## src/rtl/pulse_tally_pkg.sv

```systemverilog
package pulse_tally_pkg;
  typedef enum logic [1:0] {
    PH_START = 2'd0,
    PH_GAP   = 2'd1,
    PH_HIGH  = 2'd2,
    PH_FAULT = 2'd3
  } phase_t;
endpackage

```

## src/rtl/pt_phase_fsm.sv

```systemverilog
module pt_phase_fsm
  import pulse_tally_pkg::*;
(
  input  logic clk,
  input  logic rst,
  input  logic serial_in,
  input  logic at_limit,
  output logic bump,
  output logic fault
);
  phase_t phase_q, phase_d;

  always_comb begin
    phase_d = phase_q;
    bump    = 1'b0;
    unique case (phase_q)
      PH_START: if (!serial_in) phase_d = PH_GAP;
      PH_GAP:   if (serial_in)  phase_d = PH_HIGH;
      PH_HIGH: begin
        if (!serial_in) begin
          if (at_limit) begin
            phase_d = PH_FAULT;
          end else begin
            phase_d = PH_GAP;
            bump    = 1'b1;
          end
        end
      end
      PH_FAULT: phase_d = PH_FAULT;
      default:  phase_d = PH_START;
    endcase
  end

  always_ff @(posedge clk) begin
    if (rst) phase_q <= PH_START;
    else     phase_q <= phase_d;
  end

  assign fault = (phase_q == PH_FAULT);
endmodule

```

## src/rtl/pt_sat_counter.sv

```systemverilog
module pt_sat_counter #(
  parameter int CNT_W   = 4,
  parameter int CNT_MAX = (1 << CNT_W) - 1
) (
  input  logic             clk,
  input  logic             rst,
  input  logic             bump,
  output logic [CNT_W-1:0] value,
  output logic             at_limit
);
  localparam logic [CNT_W-1:0] LIMIT = CNT_W'(CNT_MAX);
  localparam logic [CNT_W-1:0] ONE   = CNT_W'(1);

  logic [CNT_W-1:0] value_q;

  always_ff @(posedge clk) begin
    if (rst)                        value_q <= '0;
    else if (bump && value_q != LIMIT) value_q <= value_q + ONE;
  end

  assign value    = value_q;
  assign at_limit = (value_q == LIMIT);
endmodule

```

## src/rtl/pulse_tally.sv

```systemverilog
module pulse_tally #(
  parameter int CNT_W   = 4,
  parameter int CNT_MAX = (1 << CNT_W) - 1
) (
  input  logic             clk,
  input  logic             rst,
  input  logic             serial_in,
  output logic [CNT_W-1:0] pulse_count,
  output logic             overflow
);
  logic bump;
  logic at_limit;
  logic fault;

  pt_phase_fsm u_fsm (
    .clk       (clk),
    .rst       (rst),
    .serial_in (serial_in),
    .at_limit  (at_limit),
    .bump      (bump),
    .fault     (fault)
  );

  pt_sat_counter #(
    .CNT_W   (CNT_W),
    .CNT_MAX (CNT_MAX)
  ) u_cnt (
    .clk      (clk),
    .rst      (rst),
    .bump     (bump),
    .value    (pulse_count),
    .at_limit (at_limit)
  );

  assign overflow = fault;
endmodule

```

## config.mk

```make
export PLATFORM = sky130hd
export DESIGN_NAME = pulse_tally
export DESIGN_NICKNAME = d
export VERILOG_FILES = /design/src/rtl/pulse_tally_pkg.sv /design/src/rtl/pt_phase_fsm.sv /design/src/rtl/pt_sat_counter.sv /design/src/rtl/pulse_tally.sv
export SDC_FILE = /design/constraint.sdc
export NUM_CORES = 1
export LEC_CHECK = 0
export BUFFER_PORTS_ARGS = -buffer_cell sky130_fd_sc_hd__buf_2
export CELL_PAD_IN_SITES_DETAIL_PLACEMENT = 1
export CELL_PAD_IN_SITES_GLOBAL_PLACEMENT = 2
export CORE_AREA = 3 3 40 42
export DETAILED_ROUTE_END_ITERATION = 7
export DIE_AREA = 0 0 43 45
export PLACE_DENSITY_LB_ADDON = 0.2
export SETUP_SLACK_MARGIN = 0.5
export SLEW_MARGIN = 20
export SYNTH_ARGS = -nofsm -noshare
export SYNTH_HDL_FRONTEND = slang
export SYNTH_HIERARCHICAL = 1
export SYNTH_SLANG_ARGS = --single-unit
```

## constraint.sdc

```tcl
create_clock -name clk -period 2.41 [get_ports clk]
set_input_delay 0.482 -clock clk [delete_from_list [all_inputs] [get_ports clk]]
set_output_delay 0.482 -clock clk [all_outputs]
set_load 0.1 [all_outputs]
```

Word level (Yosys, flattened, before mapping). Cells that the tools add are included.

Add/subtract/negate cells: 1. Multiply operators: 0. Div/mod/pow operators: 0. Order comparisons: 0. Equal/unequal tests: 8. Shifts and indexed selects: 0. Multiplexer cells: 8. Bitwise operators: 0. Reductions and logical operators: 3.

Operator list (number): $mux W2 (4); $pmux W2 S4 (1); $ne A2 B2 Y1 const B (3); $add A4 B1 Y4 const B (1); $eq A2 B2 Y1 const B (2); $eq A4 B4 Y1 const B (1); $ne A4 B4 Y1 const B (1); $mux W1 (3); $reduce_and A3 Y1 (1); $eq A2 B1 Y1 const B (1); $logic_not A2 Y1 (1); $logic_and A1 B1 Y1 (1).

Bits in registers: 6. Bits in latches: 0. Bits in writable memories: 0. Memory bits (read-only): 0. Bits of input ports: 3. Memories kept: 0.

Logic depth before layout (Yosys ltp). Gate-level depths: netlist of run 1.

Word-level depth: 5. Mapped depth: 6. Mapped depth without buffers: 6.

By module. The synthesis of run 1 kept the hierarchy.

Modules (own cells, without submodules): pt_sat_counter (instances 1, cells each 20, area each 209.0 um^2, seq. area each 80.1 um^2); pt_phase_fsm (instances 1, cells each 10, area each 90.1 um^2, seq. area each 40.0 um^2).

Worst setup path after synthesis of run 1. Ideal clock, no wire load.

Path kind: reg-to-reg. From: register u_cnt.value_q[0], in the netlist u_cnt/value[0]. To: register u_cnt.value_q[0], in the netlist u_cnt/value[0]. Setup time: 0.121 ns. Arrival time: 2.262 ns. Required time: 2.289 ns. Slack: 0.027 ns. Stages on the path, launching flop included: 6. Buffers on the path: 0. Period minus slack after synthesis: 2.383 ns. Cell sequence: dfxtp_1 > ha_1 > and3_4 > nor4b_1 > nor2b_4 > mux2_4.

Cells in the longest elaborated chain, start to end: 5. Elaborated cells between the ends (all ways): 7. Those cells by class: add/sub (1); eq/ne (2); mux (3); reduce/logical (1).

Ends and longest elaborated chain: start: declaration (line pt_sat_counter.sv:14) `logic [CNT_W-1:0] value_q;`; start signal: assignment (line pt_sat_counter.sv:18) `else if (bump && value_q != LIMIT) value_q <= value_q + ONE;`; $eq A4 B4 Y1 (line pt_sat_counter.sv:22) `assign at_limit = (value_q == LIMIT);`; via at_limit (line pulse_tally.sv:12) `logic at_limit;`; $mux W1 (line pt_phase_fsm.sv:21) `if (at_limit) begin`; $mux W1 (line pt_phase_fsm.sv:20) `if (!serial_in) begin`; $mux W1 (line pt_phase_fsm.sv:16) `unique case (phase_q)`; via bump (line pulse_tally.sv:11) `logic bump;`; $logic_and A1 B1 Y1 (line pt_sat_counter.sv:18).

The timed path passes the listed nets, and every way through them passes these cells. A chain may end at the register's enable or synchronous reset.

Final worst setup path of run 1. Same ends and word-level chain as after synthesis.

==> run metrics, run 1 <==
Port Buffers 7; synthesis warning total 6; vias in the first global route 237; drt pass-1 iters 2; Synth Area in Compound Gates 13.8%; fin. max-slew vios 0; Max Fclk between 0.5 and 0.6 GHz; num rows 13; CTS tree built; PD cells approximately 550 nW/um^2; Antenna Nets Post-Route 0; syn_nets 34; total track usage about 7.4%; Vias/cell 4.46; global route overflow 0; worst min path class primary input to register; RSZ-0062 raised after global routing false; Main synth FF type dfxtp_1; pin count of the biggest net entering global routing 9; Worst slew margin between 60% and 70%; GP Congestion 0.714; TritonCTS buffer count 3; Setup-failing EPs final 0; dominant cell type by area after synthesis dfxtp_1; R2R setup slack 0.64 ns; Async SR Flop Fraction 0%; worst hold slack 0.492 ns; CP arrival about 1.9 ns; CTS sink cnt 6; worst hold path depth 2; Hold Path Sink u_cnt/value[3]; Synth Instances 30; number of cells on the worst reg-to-reg path 5; r2r startpoint u_cnt/value[0]; Sequential Area 130 sq um; P_leak ~0.00017 uW; H-tree lvl count 1; Mapped Area approximately 300 sq um; combinational family with the most area after synthesis simple AND/OR/NAND/NOR gates; Final #Nets 46; DR iter-0 viols 4; Reg clk slew, reported paths 0.05 ns; clock root buffer clkbuf_4; multi-input logic area 186 sq um; WL/cell 10.8 um; first-pass GRT wire length 1020 um; Yosys reg bits 6; critical path class register to register; routed via count 250; chip height roughly 45 um; wirelength, routed around 610 um; outcome completed; clock skew 0.00219 ns; worst vdd ir 0.202 mV; Layout Area Growth over Synthesis 35.1%; Reg-to-Reg End u_cnt/value[0]; synthesized area per cell 9.97 sq um; Worst Setup End Kind register; multiplexer share of the synthesized area about 8.4%; maxcap violations 0; register area share after synthesis 40.2%; drt drc 0; Synth Area in XOR/XNOR 0%; period utilization 73.4%; Worst Path Max Fanout 5; Worst Path Required 2.54 ns; Chip Width 43 um; CP startpoint kind register; most common cell in the netlist dfxtp_1; Post-DP HPWL 481 um; Final Hold Vio Count 0; Starting Density between 20% and 30%; Post CTS Setup Buffer Count 0; initial antenna violation count 0; Ports 8; Die Area 1940 sq um; clock buffer depth 2; Synth cell types 20; Hold Crit Start rst; worst skew pair latency 0.24 ns; Tmin final approximately 1.8 ns; fillcell total 155; post-synth top area share between 40% and 50%; number of synthesized flops with an enable pin 0; worst slew pin tran ~0.5 ns; Post-synth top cells 6 x dfxtp_1, 3 x a21oi_1, 2 x inv_1, 2 x nand2b_1, 2 x nor2_1; setup TNS 0 ns; synthesized-area fraction occupied by and/or/nand/nor cells 31.0%; n_diodes 0; core box area 1280 sq um; share of cells above drive strength 1 53.7%; Synth area leaders dfxtp_1 40%, a21oi_1 5.0%, mux2_4 5.0%, nor2b_4 4.6%, a211oi_2 4.2%; adder-cell area share of the yosys netlist ~4.2%
## worst max-delay path, cell delays in order (launching register included)
cell,delay (ns)
dfxtp_4,0.35
ha_1,0.22
and3_4,0.22
nor4b_4,0.33
nor2b_4,0.23
mux2_4,0.30
## where the power goes
part | internal (uW) | switching, uW
Combinational | 5.97 | 11.0
Sequential | 99.5 | 2.42
Clock | 62.9 | 39.2
## sequential cells by signal, indices dropped and copies added (netlist names)
name           count
u_fsm/phase_q      2
u_cnt/value        4
## timing repair
| item | CTS | global route |
|---|---|---|
| hold buffers | 0 | 0 |
| gates resized for setup | 0 | 1 |
| endpoints found under the setup margin | 0 | 2 |
## logic make-up after synthesis
kind of cell,after synthesis
fa+ha+maj,1
simple gates,13
flops,6
mux,2
compound gates,6
buf+inv,2
## placed cells by master (no fill, tap or decap), types with 2 or more instances in the layout
master    instances
nand2b_1          2
nor2_1            2
buf_2             7
clkbuf_4          3
dfxtp_1           2
dfxtp_2           2
dfxtp_4           2
inv_1             2
a21oi_1           3
## worst max path at each step
stage | start | endpoint | slack (ns)
2_1_floorplan | u_cnt/value[0] | u_cnt/value[0] | 0.54
3_3_place_gp | u_cnt/value[0] | u_cnt/value[0] | 0.54
5_1_grt | u_cnt/value[0] | u_cnt/value[3] | 0.54
6_report | u_cnt/value[0] | u_cnt/value[0] | 0.64
3_5_place_dp | u_cnt/value[0] | u_cnt/value[0] | 0.56
4_1_cts | u_cnt/value[0] | u_cnt/value[0] | 0.53
## area by class of cell
cell class                 instances  area share, %
multi-input combinational         22           46.1
sequential                         6           32.2
timing repair buffer               7           8.67
clock buffer                       4           6.50
tap                               15           4.64
inverter                           2           1.86
## metal layers
metal  track usage [%]  up-vias  wire length [um]
li1                  -      129                 -
met1              8.87      115               266
met2              10.2        6               297
met3              2.39        0                41
met4              7.23        0                 0
met5                 0        -                 0
## metrics by stage
| step | cell area (sq um) | total power (uW) | std cells | setup WS [ns] | utilization (%) |
|---|---|---|---|---|---|
| detailed placement | 369 | 120 | 52 | 0.555 | 28.7 |
| CTS | 395 | 226 | 56 | 0.535 | 30.8 |
| global route | 404 | 235 | 56 | 0.542 | 31.5 |
| global placement | 369 | 120 | 52 | 0.545 | 28.7 |
| finish | 404 | 221 | 56 | 0.640 | 31.5 |
| floorplan | 315 | 114 | 30 | 0.542 | - |
No activity file was read; power rests on OpenSTA's default activity.
==> run 2: changes to the inputs <==
==> constraint.sdc (replaced) <==
create_clock -name clk -period 1.6 [get_ports clk]
set_input_delay 0.32 -clock clk [delete_from_list [all_inputs] [get_ports clk]]
set_output_delay 0.32 -clock clk [all_outputs]
set_load 0.1 [all_outputs]
==> run metrics, run 2 (synthesis results as in run 1) <==
core box area 1280 sq um; Worst slew margin 82.3%; first-pass GRT wire length about 1500 um; critical path's top delay family simple AND/OR/NAND/NOR gates; pin count of the biggest net entering global routing 9; H-tree lvl count 1; NetSw 84.9 uW; Port Buffers 7; failing checks setup timing; Antenna Nets Post-Route 0; vias in the first global route 339; RSZ-0062 raised after global routing true; Hold Path Sink u_cnt/value[3]; setup ws final -0.000801 ns; Vias/cell 4.66; power share of the sequential group 43.3%; Die Area slightly below 2000 sq um; num rows 13; r2r startpoint u_cnt/value[0]; Post-DP HPWL about 550 um; Comb pwr share 12.0%; Reg clk slew, reported paths 0.06 ns; critical path class register to register; PD cells 528 nW/um^2; CP startpoint kind register; total track usage 11.0%; period utilization 100%; cts hold-fix bufs 0; Final Hold Vio Count 0; Buf+Inv Stages, Crit Path 0; Ports 8; max reg flops 4; Worst Setup End Kind register; number of cells on the worst reg-to-reg path 6; Clk pwr share 44.7%; Starting Density between 20% and 30%; clock root buffer clkbuf_4; CP arrival 1.78 ns; Worst Path Required about 1.8 ns; internal power ~260 uW; clock skew roughly 0.013 ns; worst hold path depth 2; worst-path cell chain ha_4, and3_4, nor4b_4, nand4_1, or2_4, a21oi_2; Hold Crit Start rst; worst slew pin tran 0.264 ns; Tmin final 1.60 ns; worst hold slack 0.332 ns; DR iter-0 viols 1; Final #Nets 60; drt pass-1 iters 4; initial antenna violation count 0; n_diodes 0; commonest non-fill, non-tap cell in the layout buf_4; worst vdd ir approximately 0.41 mV; Worst path slowest cell dfxtp_4; P_leak roughly 0.00026 uW; TritonCTS buffer count 3; GP Congestion 0.622; WL/cell 12.0 um; chip height 45 um; worst min path class primary input to register; routed via count 326; CTS sink cnt 6; wirelength, routed 841 um; Setup-failing EPs final 1; Design Area, Final between 600 and 700 sq um; fin. max-slew vios 0; share of cells above drive strength 1 76.4%; worst skew pair latency 0.25 ns; clock buffer depth 2; Worst Path Max Fanout 3; slowest stage delay, CP 0.35 ns; Reg-to-Reg End u_cnt/value[3]; Net Sw Frac around a quarter; most frequent cells in the layout 9 x buf_4, 6 x dfxtp_4, 5 x buf_12, 5 x buf_6, 3 x clkbuf_4; outcome finished with violations; R2R setup slack -0.0008 ns; maxcap violations 0; global route overflow 0; Layout Area Growth over Synthesis 118%; drt drc 0; Max Fclk ~0.62 GHz; placed cell areas 443 sq um; CTS tree built; Chip Width roughly 43 um
==> run 2: power by group through the flow <==
| stage | Combinational (uW) | Clock, uW | Sequential, uW |
|---|---|---|---|
| 2_1_floorplan | 13.1 | 0 | 158 |
| 3_3_place_gp | 28.9 | 0 | 154 |
| 3_5_place_dp | 29.6 | 0 | 154 |
| 4_1_cts | 38.3 | 161 | 149 |
| 5_1_grt | 44.5 | 175 | 150 |
| 6_report | 41.3 | 154 | 149 |
==> run 2: cell type report <==
type	instances	area, sq um
Multi-Input combinational cell	22	220
Sequential cell	6	143
Clock buffer	4	26.3
Tap cell	15	18.8
Inverter	2	11.3
Timing Repair Buffer	21	234
Fill cell	142	632
==> run 2: per-layer routing <==
| metal | vias to the layer above | part of all wire (%) | track usage, % |
|---|---|---|---|
| met1 | 157 | 39 | 12.3 |
| li1 | 159 | - | - |
| met3 | 2 | 4.5 | 2.79 |
| met2 | 8 | 55 | 18.6 |
| met4 | 0 | 0.48 | 7.23 |
| met5 | - | 0 | 0 |
==> run 2: repair_timing <==
item,4_1_cts,5_1_grt
gates resized for setup,28,4
buffers inserted,6,3
setup endpoints to repair,10,10
pin swaps,7,3
==> run 2: worst reg2reg max path, cell delays in order (launching register included) <==
cell,delay (ns)
dfxtp_4,0.35
ha_4,0.15
and3_4,0.18
nor4b_4,0.27
nand4_1,0.17
or2_4,0.29
a21oi_2,0.12
==> run 2: worst max path at each step <==
stage	start	endpoint	slack (ns)	cells after the start
2_1_floorplan	u_cnt/value[1]	u_cnt/value[0]	-0.11	5
3_3_place_gp	u_cnt/value[1]	u_cnt/value[0]	0.04	5
3_5_place_dp	u_cnt/value[1]	u_cnt/value[0]	0.02	5
4_1_cts	u_cnt/value[0]	u_cnt/value[0]	0.03	5
5_1_grt	u_cnt/value[0]	u_cnt/value[3]	-0.08	6
6_report	u_cnt/value[0]	u_cnt/value[3]	-0.0008	6
==> run 2: metrics by stage <==
| stage | power (uW) | util [%] | TNS (ns) | std cells | setup WS (ns) |
|---|---|---|---|---|---|
| CTS | 349 | 47.9 | 0 | 67 | 0.0252 |
| floorplan | 172 | - | -0.167 | 30 | -0.113 |
| detailed placement | 184 | 34.5 | 0 | 57 | 0.0227 |
| global placement | 183 | 34.5 | 0 | 57 | 0.0432 |
| finish | 345 | 50.8 | -0.000801 | 70 | -0.000801 |
| global route | 369 | 50.8 | -0.127 | 70 | -0.0785 |
==> run 3: changes to the inputs <==
--- a/config.mk
+++ b/config.mk
@@ -13,8 +13,8 @@
 export DIE_AREA = 0 0 43 45
 export PLACE_DENSITY_LB_ADDON = 0.2
 export SETUP_SLACK_MARGIN = 0.5
+export SKIP_CTS_REPAIR_TIMING = 1
 export SLEW_MARGIN = 20
 export SYNTH_ARGS = -nofsm -noshare
 export SYNTH_HDL_FRONTEND = slang
-export SYNTH_HIERARCHICAL = 1
 export SYNTH_SLANG_ARGS = --single-unit
==> run metrics, run 3 <==
outcome completed; chip height between 40 and 50 um; Synth Area in XOR/XNOR 0%; share of cells above drive strength 1 roughly 70%; worst vdd ir 0.246 mV; Worst Setup End Kind register; wirelength, routed 776 um; Async SR Flop Fraction 0%; multiplexer share of the synthesized area 0%; CTS tree built; initial antenna violation count 0; Hold Path Sink u_cnt.value[0]; worst slew pin tran 0.226 ns; Yosys reg bits 6; first-pass GRT wire length about 1300 um; Main synth FF type dfxtp_1; TritonCTS buffer count 3; Worst Path Required 1.78 ns; Die Area 1940 sq um; crit path launch u_fsm.phase_q[1]; Port Buffers 7; WL/cell 12.7 um; total power draw 335 uW; fin. max-slew vios 0; Mapped Area 265 sq um; Setup-failing EPs final 0; worst hold path depth 2; Ports 8; CTS sink cnt 6; drt pass-1 iters 2; vias in the first global route 301; period utilization 80.0%; Reg clk slew, reported paths 0.05 ns; P_leak 0.000175 uW; register area share after synthesis a little under half; setup TNS 0 ns; number of synthesized flops with an enable pin 0; drt drc 0; worst min path class primary input to register; Antenna Nets Post-Route 0; CP startpoint kind register; fillcell total 149; Tmin final 1.28 ns; adder-cell area share of the yosys netlist under 10%; max reg flops 4; core box area 1280 sq um; Worst Path Max Fanout 6; post-synth top area share 45.3%; Starting Density around 21%; clock skew 0.00767 ns; critical path class register to register; num rows 13; routed via count 304; slowest stage delay, CP 0.42 ns; combinational family with the most area after synthesis simple AND/OR/NAND/NOR gates; Final Hold Vio Count 0; worst-path cell chain or3b_4, or3_4, a21oi_2; Vias/cell 4.98; Synth Instances 31; R2R setup slack 0.32 ns; pre-CTS WS ~0.17 ns; number of cells on the worst reg-to-reg path 3; pin count of the biggest net entering global routing 7; H-tree lvl count 1; Hold Crit Start rst; synthesis warning total 0; Post-synth top cells 6 x a21oi_1, 6 x dfxtp_1, 3 x nand3_1; maxcap violations 0; clock buffer depth 2; CP arrival 1.46 ns; GP Congestion about 0.81; r2r startpoint u_fsm.phase_q[1]; PD cells ~640 nW/um^2; dominant cell type by area after synthesis dfxtp_1; worst skew pair latency 0.25 ns; total track usage 9.25%; RSZ-0062 raised after global routing true; setup ws final between 0.3 and 0.4 ns; Worst slew margin 84.8%; Chip Width 43 um; Synth Area in Compound Gates 20.8%; Final #Nets 51; Layout Area Growth over Synthesis 95.8%; Max Fclk roughly 0.8 GHz; Reg-to-Reg End u_cnt.value[3]; DR iter-0 viols 1; global route overflow 0; Synth cell types 15; Worst path slowest cell or3b_4; synthesized area per cell 8.56 sq um; n_diodes 0; Synth area leaders dfxtp_1 45%, a21oi_1 11%, nand3_1 5.7%, ha_1 4.7%, or3_1 4.7%; clock root buffer clkbuf_4; most frequent cells in the layout 4 x a21oi_1, 4 x buf_12, 4 x buf_4, 4 x dfxtp_4; syn_nets 35; synthesized-area fraction occupied by and/or/nand/nor cells between 20% and 30%
run 3: layout make-up:
| type | count | area, sq um | share of cell area [%] |
|---|---|---|---|
| inverter | 1 | 7.51 | 1.45 |
| multi-input combinational | 24 | 194 | 37.3 |
| timing repair buffer | 11 | 135 | 26.0 |
| sequential | 6 | 138 | 26.5 |
| clock buffer | 4 | 26.3 | 5.06 |
| tap | 15 | 18.8 | 3.61 |
run 3: cells by family after synthesis:
group	Yosys count
fa+ha+maj	1
simple gates	13
buf+inv	1
compound gates	10
flops	6
run 3: layer usage:
layer  GRT usage [%]  share of wire (%)  vias to the layer above
met1            10.6                 43                      147
li1                -                  -                      147
met4            9.04                1.2                        0
met3            3.59                4.1                        2
met5               0                  0                        -
met2            12.9                 52                        8
run 3: critical path: cells and delay by family, from the launching register on:
kind             cells  cell delay (ns)
flip-flops           1             0.34
AND/OR/NAND/NOR      2             0.76
AO/OA/AOI/OAI        1             0.12
run 3: through the flow:
| stage | std cells | cell area (sq um) | utilization [%] | hold slack (ns) |
|---|---|---|---|---|
| floorplan | 31 | 307 | - | 0.379 |
| global placement | 53 | 360 | 28.0 | 0.512 |
| detailed placement | 53 | 360 | 28.0 | 0.516 |
| CTS | 57 | 387 | 30.1 | 0.302 |
| global route | 61 | 519 | 40.4 | 0.296 |
| finish | 61 | 519 | 40.4 | 0.304 |
run 3: report_power, final:
group          switching [uW]  leakage, uW  internal [uW]  total [uW]
Sequential               4.23    0.0000526            147         151
Combinational            15.0     0.000107           10.2        25.2
Clock                    63.4    0.0000150           95.0         158
Total                    82.7     0.000175            252         335
run 3: worst max path at each step:
stage,to,slack [ns],cells past startpoint
floorplan,u_cnt.value[0],0.31,4
global placement,u_cnt.value[3],0.20,4
detailed placement,u_cnt.value[0],0.17,4
CTS,overflow,0.11,3
global route,overflow,0.29,3
finish,u_cnt.value[3],0.32,3
